[config.mk]
export PLATFORM = sky130hd
export DESIGN_NAME = cis_front
export DESIGN_NICKNAME = d
export VERILOG_FILES = /design/src/rtl/cis_pkg.sv /design/src/rtl/cis_sync.sv /design/src/rtl/cis_edge.sv /design/src/rtl/cis_src_sel.sv /design/src/rtl/cis_clr_sel.sv /design/src/rtl/cis_front.sv
export SDC_FILE = /design/constraint.sdc
export NUM_CORES = 1
export LEC_CHECK = 0
export BUFFER_PORTS_ARGS = -buffer_cell sky130_fd_sc_hd__buf_2
export CORE_AREA = 2 2 39 41
export CTS_CLUSTER_SIZE = 14
export DETAILED_ROUTE_END_ITERATION = 12
export DIE_AREA = 0 0 41 43
export HOLD_SLACK_MARGIN = 0.02
export PLACE_DENSITY = 0.75
export RECOVER_POWER = 25
export SYNTH_ARGS = -nofsm -noshare
export SYNTH_HDL_FRONTEND = slang
export SYNTH_SLANG_ARGS = --single-unit
[constraint.sdc]
create_clock -name clk -period 2.5 [get_ports clk]
set_input_delay 0.25 -clock clk [delete_from_list [all_inputs] [get_ports clk]]
set_output_delay 0.25 -clock clk [all_outputs]
set_load 0.02 [all_outputs]
[src/rtl/cis_pkg.sv]
package cis_pkg;

  typedef enum logic [1:0] {
    SRC_TIMER = 2'd0,
    SRC_RISE  = 2'd1,
    SRC_FALL  = 2'd2,
    SRC_BOTH  = 2'd3
  } src_mode_e;

  typedef struct packed {
    logic valid;
    logic falling;
  } clr_decode_t;

endpackage

[src/rtl/cis_sync.sv]
module cis_sync #(
  parameter int N_CH   = 4,
  parameter int STAGES = 2
) (
  input  logic            clk,
  input  logic            rst_n,
  input  logic [N_CH-1:0] pin_async,
  output logic [N_CH-1:0] lvl_now,
  output logic [N_CH-1:0] lvl_prev
);

  for (genvar c = 0; c < N_CH; c++) begin : g_ch
    logic [STAGES-1:0] chain;
    logic              prev_q;

    always_ff @(posedge clk or negedge rst_n) begin
      if (!rst_n) begin
        chain  <= '0;
        prev_q <= 1'b0;
      end else begin
        chain  <= {chain[STAGES-2:0], pin_async[c]};
        prev_q <= chain[STAGES-1];
      end
    end

    assign lvl_now[c]  = chain[STAGES-1];
    assign lvl_prev[c] = prev_q;
  end

endmodule

[src/rtl/cis_edge.sv]
module cis_edge #(
  parameter int N_CH = 4
) (
  input  logic [N_CH-1:0] lvl_now,
  input  logic [N_CH-1:0] lvl_prev,
  output logic [N_CH-1:0] rise,
  output logic [N_CH-1:0] fall
);

  for (genvar c = 0; c < N_CH; c++) begin : g_det
    always_comb begin
      rise[c] = lvl_now[c] & ~lvl_prev[c];
      fall[c] = ~lvl_now[c] & lvl_prev[c];
    end
  end

endmodule

[src/rtl/cis_src_sel.sv]
module cis_src_sel
  import cis_pkg::*;
#(
  parameter int N_CH  = 4,
  localparam int SELW = $clog2(N_CH)
) (
  input  logic [1:0]      mode,
  input  logic [SELW-1:0] cnt_sel,
  input  logic            pre_tick,
  input  logic [N_CH-1:0] rise,
  input  logic [N_CH-1:0] fall,
  output logic            src_pulse,
  output logic [N_CH-1:0] cap_en
);

  src_mode_e m;
  logic      r_sel, f_sel;

  always_comb begin
    m     = src_mode_e'(mode);
    r_sel = rise[cnt_sel];
    f_sel = fall[cnt_sel];
    unique case (m)
      SRC_TIMER: src_pulse = pre_tick;
      SRC_RISE:  src_pulse = r_sel;
      SRC_FALL:  src_pulse = f_sel;
      SRC_BOTH:  src_pulse = r_sel | f_sel;
      default:   src_pulse = 1'b0;
    endcase
  end

  for (genvar c = 0; c < N_CH; c++) begin : g_mask
    assign cap_en[c] = (m == SRC_TIMER) || (cnt_sel != SELW'(c));
  end

endmodule

[src/rtl/cis_clr_sel.sv]
module cis_clr_sel
  import cis_pkg::*;
#(
  parameter int N_CH   = 4,
  parameter int CLR_CH = 3,
  localparam int CODEW = $clog2(2 * CLR_CH)
) (
  input  logic             clr_en,
  input  logic [CODEW-1:0] clr_code,
  input  logic [N_CH-1:0]  rise,
  input  logic [N_CH-1:0]  fall,
  output logic             clr_pulse
);

  clr_decode_t dec;
  logic [N_CH-1:0] hit;

  always_comb begin
    dec.valid   = clr_code < CODEW'(2 * CLR_CH);
    dec.falling = clr_code[0];
  end

  for (genvar c = 0; c < N_CH; c++) begin : g_hit
    if (c < CLR_CH) begin : g_used
      assign hit[c] = (clr_code[CODEW-1:1] == (CODEW-1)'(c)) &&
                      (dec.falling ? fall[c] : rise[c]);
    end else begin : g_unused
      assign hit[c] = 1'b0;
    end
  end

  assign clr_pulse = clr_en && dec.valid && (|hit);

endmodule

[src/rtl/cis_front.sv]
module cis_front
  import cis_pkg::*;
#(
  parameter int N_CH   = 4,
  parameter int CLR_CH = 3,
  parameter int STAGES = 2,
  localparam int SELW  = $clog2(N_CH),
  localparam int CODEW = $clog2(2 * CLR_CH)
) (
  input  logic             clk,
  input  logic             rst_n,
  input  logic [N_CH-1:0]  cap_pin,
  input  logic             pre_tick,
  input  logic [1:0]       mode,
  input  logic [SELW-1:0]  cnt_sel,
  input  logic             clr_en,
  input  logic [CODEW-1:0] clr_code,
  output logic             count_tick,
  output logic             clear_strobe,
  output logic [N_CH-1:0]  cap_en
);

  logic [N_CH-1:0] lvl_now, lvl_prev, rise, fall;
  logic            src_pulse, clr_pulse;

  cis_sync #(.N_CH(N_CH), .STAGES(STAGES)) u_sync (
    .clk      (clk),
    .rst_n    (rst_n),
    .pin_async(cap_pin),
    .lvl_now  (lvl_now),
    .lvl_prev (lvl_prev)
  );

  cis_edge #(.N_CH(N_CH)) u_edge (
    .lvl_now (lvl_now),
    .lvl_prev(lvl_prev),
    .rise    (rise),
    .fall    (fall)
  );

  cis_src_sel #(.N_CH(N_CH)) u_src (
    .mode     (mode),
    .cnt_sel  (cnt_sel),
    .pre_tick (pre_tick),
    .rise     (rise),
    .fall     (fall),
    .src_pulse(src_pulse),
    .cap_en   (cap_en)
  );

  cis_clr_sel #(.N_CH(N_CH), .CLR_CH(CLR_CH)) u_clr (
    .clr_en   (clr_en),
    .clr_code (clr_code),
    .rise     (rise),
    .fall     (fall),
    .clr_pulse(clr_pulse)
  );

  // clear has priority over an advance in the same cycle
  always_ff @(posedge clk or negedge rst_n) begin
    if (!rst_n) begin
      count_tick   <= 1'b0;
      clear_strobe <= 1'b0;
    end else begin
      count_tick   <= src_pulse & ~clr_pulse;
      clear_strobe <= clr_pulse;
    end
  end

endmodule

==> results.md <==
- Run status: finished clean
- Slew @ Worst Pin: 291 ps
- Largest net degree at the start of global routing: 15
- WL per Instance: 11.3 microns
- # port buffers: 20
- # DRC: 0
- Critical hold path startpoint: cap_pin[2]
- Synth top area share: 61.8%
- R2r startpoint: u_sync.g_ch[0].chain[1]
- Syn Nets: 60
- Initial Util: 41.0%
- Register area share after synthesis: 61.8%
- CTS Buffer Depth: 2
- Syn Area/Cell: 12.6 sq um
- Gr usage total: 14.3%
- Setup repair after global routing missed its margin: no
- Fin crit period: 1510 ps
- Initial antenna violation count: 0
- TritonCTS Buffers: 3
- CTS root buf: clkbuf_4
- IO Count: 21
- Register bit count reported by yosys: 14
- CP Capture Type: flip-flop
- Hold EP: u_sync.g_ch[2].chain[0]
- Die Area: 0.00176 sq mm
- Worst-path clk slew: 80 ps
- Post-synth top area cell: dfrtp_1
- Vert. Die Dim: 43 microns
- Crit path DAT: 1670 ps
- Max frequency: 661 MHz
- Synth warnings: 0
- CTS resizes: 0
- Crit-path max FO: 3
- Routability congestion estimate: 0.706
- Layout cells sized above 1: 38.8%
- Worst skew pair latency: 270 ps
- Area of the core: 0.00138 sq mm
- Number of flops mapped to enable cells by yosys: 0
- CTS tree: yes
- Rows: 14
- Number of max-cap violations: 0
- Final Cycle Share: 60.5%
- Leakage: 0.332 nW
- Vias per cell: 5.00
- Sink Count: 14
- Antenna Nets Post-Route: 0
- Grt ovf: 0
- Vias in the first global route: 416
- WHS Path Cells: 1
- DR iter-0 viols: 2
- Fin. max-slew vios: 0
- R2R setup slack: 990 ps
- Routed wire length: 938 microns
- Startpoint Class: flip-flop
- Top FF cell, synth: dfrtp_1
- Largest cells by area after synthesis: dfrtp_1, mux4_2, nand3b_1, o211ai_1, o32ai_2
- Unique masters post-synth: 20
- Synth-to-Final Area Change: 25.6%
- Worst hold path type: input pin to flip-flop
- Slew headroom: 80.3%
- Setup TNS: 0 ps
- CP Class: flip-flop to flip-flop
- Final #Nets: 84
- Ant diodes: 0
- First-pass GRT wire length: 1.59 mm
- Final Util: 51.4%
- Reg2reg end: count_tick
- Post-CTS Hold Buffers: 1
- Vias: 415
- PwrDens: 591 mW/mm^2
- Chip width: 41 microns
- Final HPWL DP: 767 microns
- WP data required: 2650 ps
- R2R depth: 4
- Setup Fix Bufs, Post-CTS: 0
- Final setup vio count: 0
- Crit. Startpoint: u_sync.g_ch[0].chain[1]
- Syn Std Cell Area: 567 sq um
- Most numerous cell in the Yosys netlist: dfrtp_1
- Cell count after synthesis: 45
- Worst Skew: 4.59 ps
- Ys async rst share: 100%
- Hold violation count in the final report: 0
- Most frequent cells after synthesis: dfrtp_1, nand2_1, nand3b_1, nor2_1, o211ai_1
- Peak VDD IR: 0.284 mV
- H-Tree Level Count: 1
- First drt pass iteration count: 2
-- layout by cell type, fill, tap and decap left out --
cell | netlist | routed
buf_2 | 0 | 20
dfrtp_1 | 14 | 14
nor2_1 | 3 | 3
nand3b_1 | 3 | 3
nand2_1 | 3 | 3
o211ai_1 | 3 | 3
clkbuf_4 | 0 | 3
inv_1 | 2 | 2
or2b_1 | 2 | 2
nand2b_1 | 2 | 2
mux4_2 | 1 | 1
and3b_1 | 1 | 1
a21oi_1 | 1 | 1
o32ai_2 | 1 | 1
or3_1 | 1 | 1
or3b_2 | 1 | 1
mux2i_1 | 1 | 1
o311ai_0 | 1 | 1
o21ai_0 | 1 | 1
o221ai_1 | 1 | 1
a31oi_1 | 1 | 1
dlygate4sd3_1 | 0 | 1
-- layer usage --
layer  vias up  global-route usage (%)  share of wire, %
met5         -                       0                 0
met4         0                    8.00                 0
met3         0                    4.71               9.3
met2        20                    21.6                47
met1       188                    17.1                43
li1        207                       -                 -
-- critical path: stages, from the launching register on --
cell     delay (ps)
dfrtp_1         380
or2b_1          230
mux4_2          460
o32ai_2         250
a31oi_1          70
-- worst max path at each step --
stage,depth (start not counted),endpoint
after detailed placement,4,count_tick
after floorplan,4,count_tick
after CTS,4,count_tick
after global routing,4,count_tick
after global placement,4,count_tick
final,4,count_tick
-- through the flow --
stage / setup WS, ps / area [sq um] / hold WS [ps] / total power [mW] / cells
final: 987 / 712 / 81.0 / 0.420 / 83
after global routing: 895 / 712 / 59.6 / 0.449 / 83
after CTS: 955 / 712 / 70.7 / 0.430 / 83
after detailed placement: 967 / 679 / 163 / 0.307 / 79
after global placement: 1040 / 679 / 152 / 0.305 / 79
after floorplan: 1070 / 567 / -45.6 / 0.280 / 45
-- cells by family after synthesis --
| family | count (synthesis) | share of synthesized area (%) |
|---|---|---|
| mux | 2 | 5.74 |
| compound gates | 9 | 12.8 |
| flops | 14 | 61.8 |
| buf+inv | 4 | 2.65 |
| simple gates | 16 | 17.0 |
-- state kept, by name, indices dropped and copies added (netlist names) --
register	flops
u_sync.g_ch.chain	8
u_sync.g_ch.prev_q	4
clear_strobe	1
count_tick	1
-- area by class of cell --
cell class,count,area (sq um)
clock buffers,3,22.5
repair buffers,21,110
multi-input cells,27,201
inverters,2,7.51
well taps,16,20.0
flip-flops and latches,14,350
fillers,135,672
-- report_power, final --
group          internal (mW)  switching [mW]
sequential             0.239         0.00600
clock                 0.0557          0.0627
combinational         0.0265          0.0307
No activity file was read; power rests on OpenSTA's default activity.
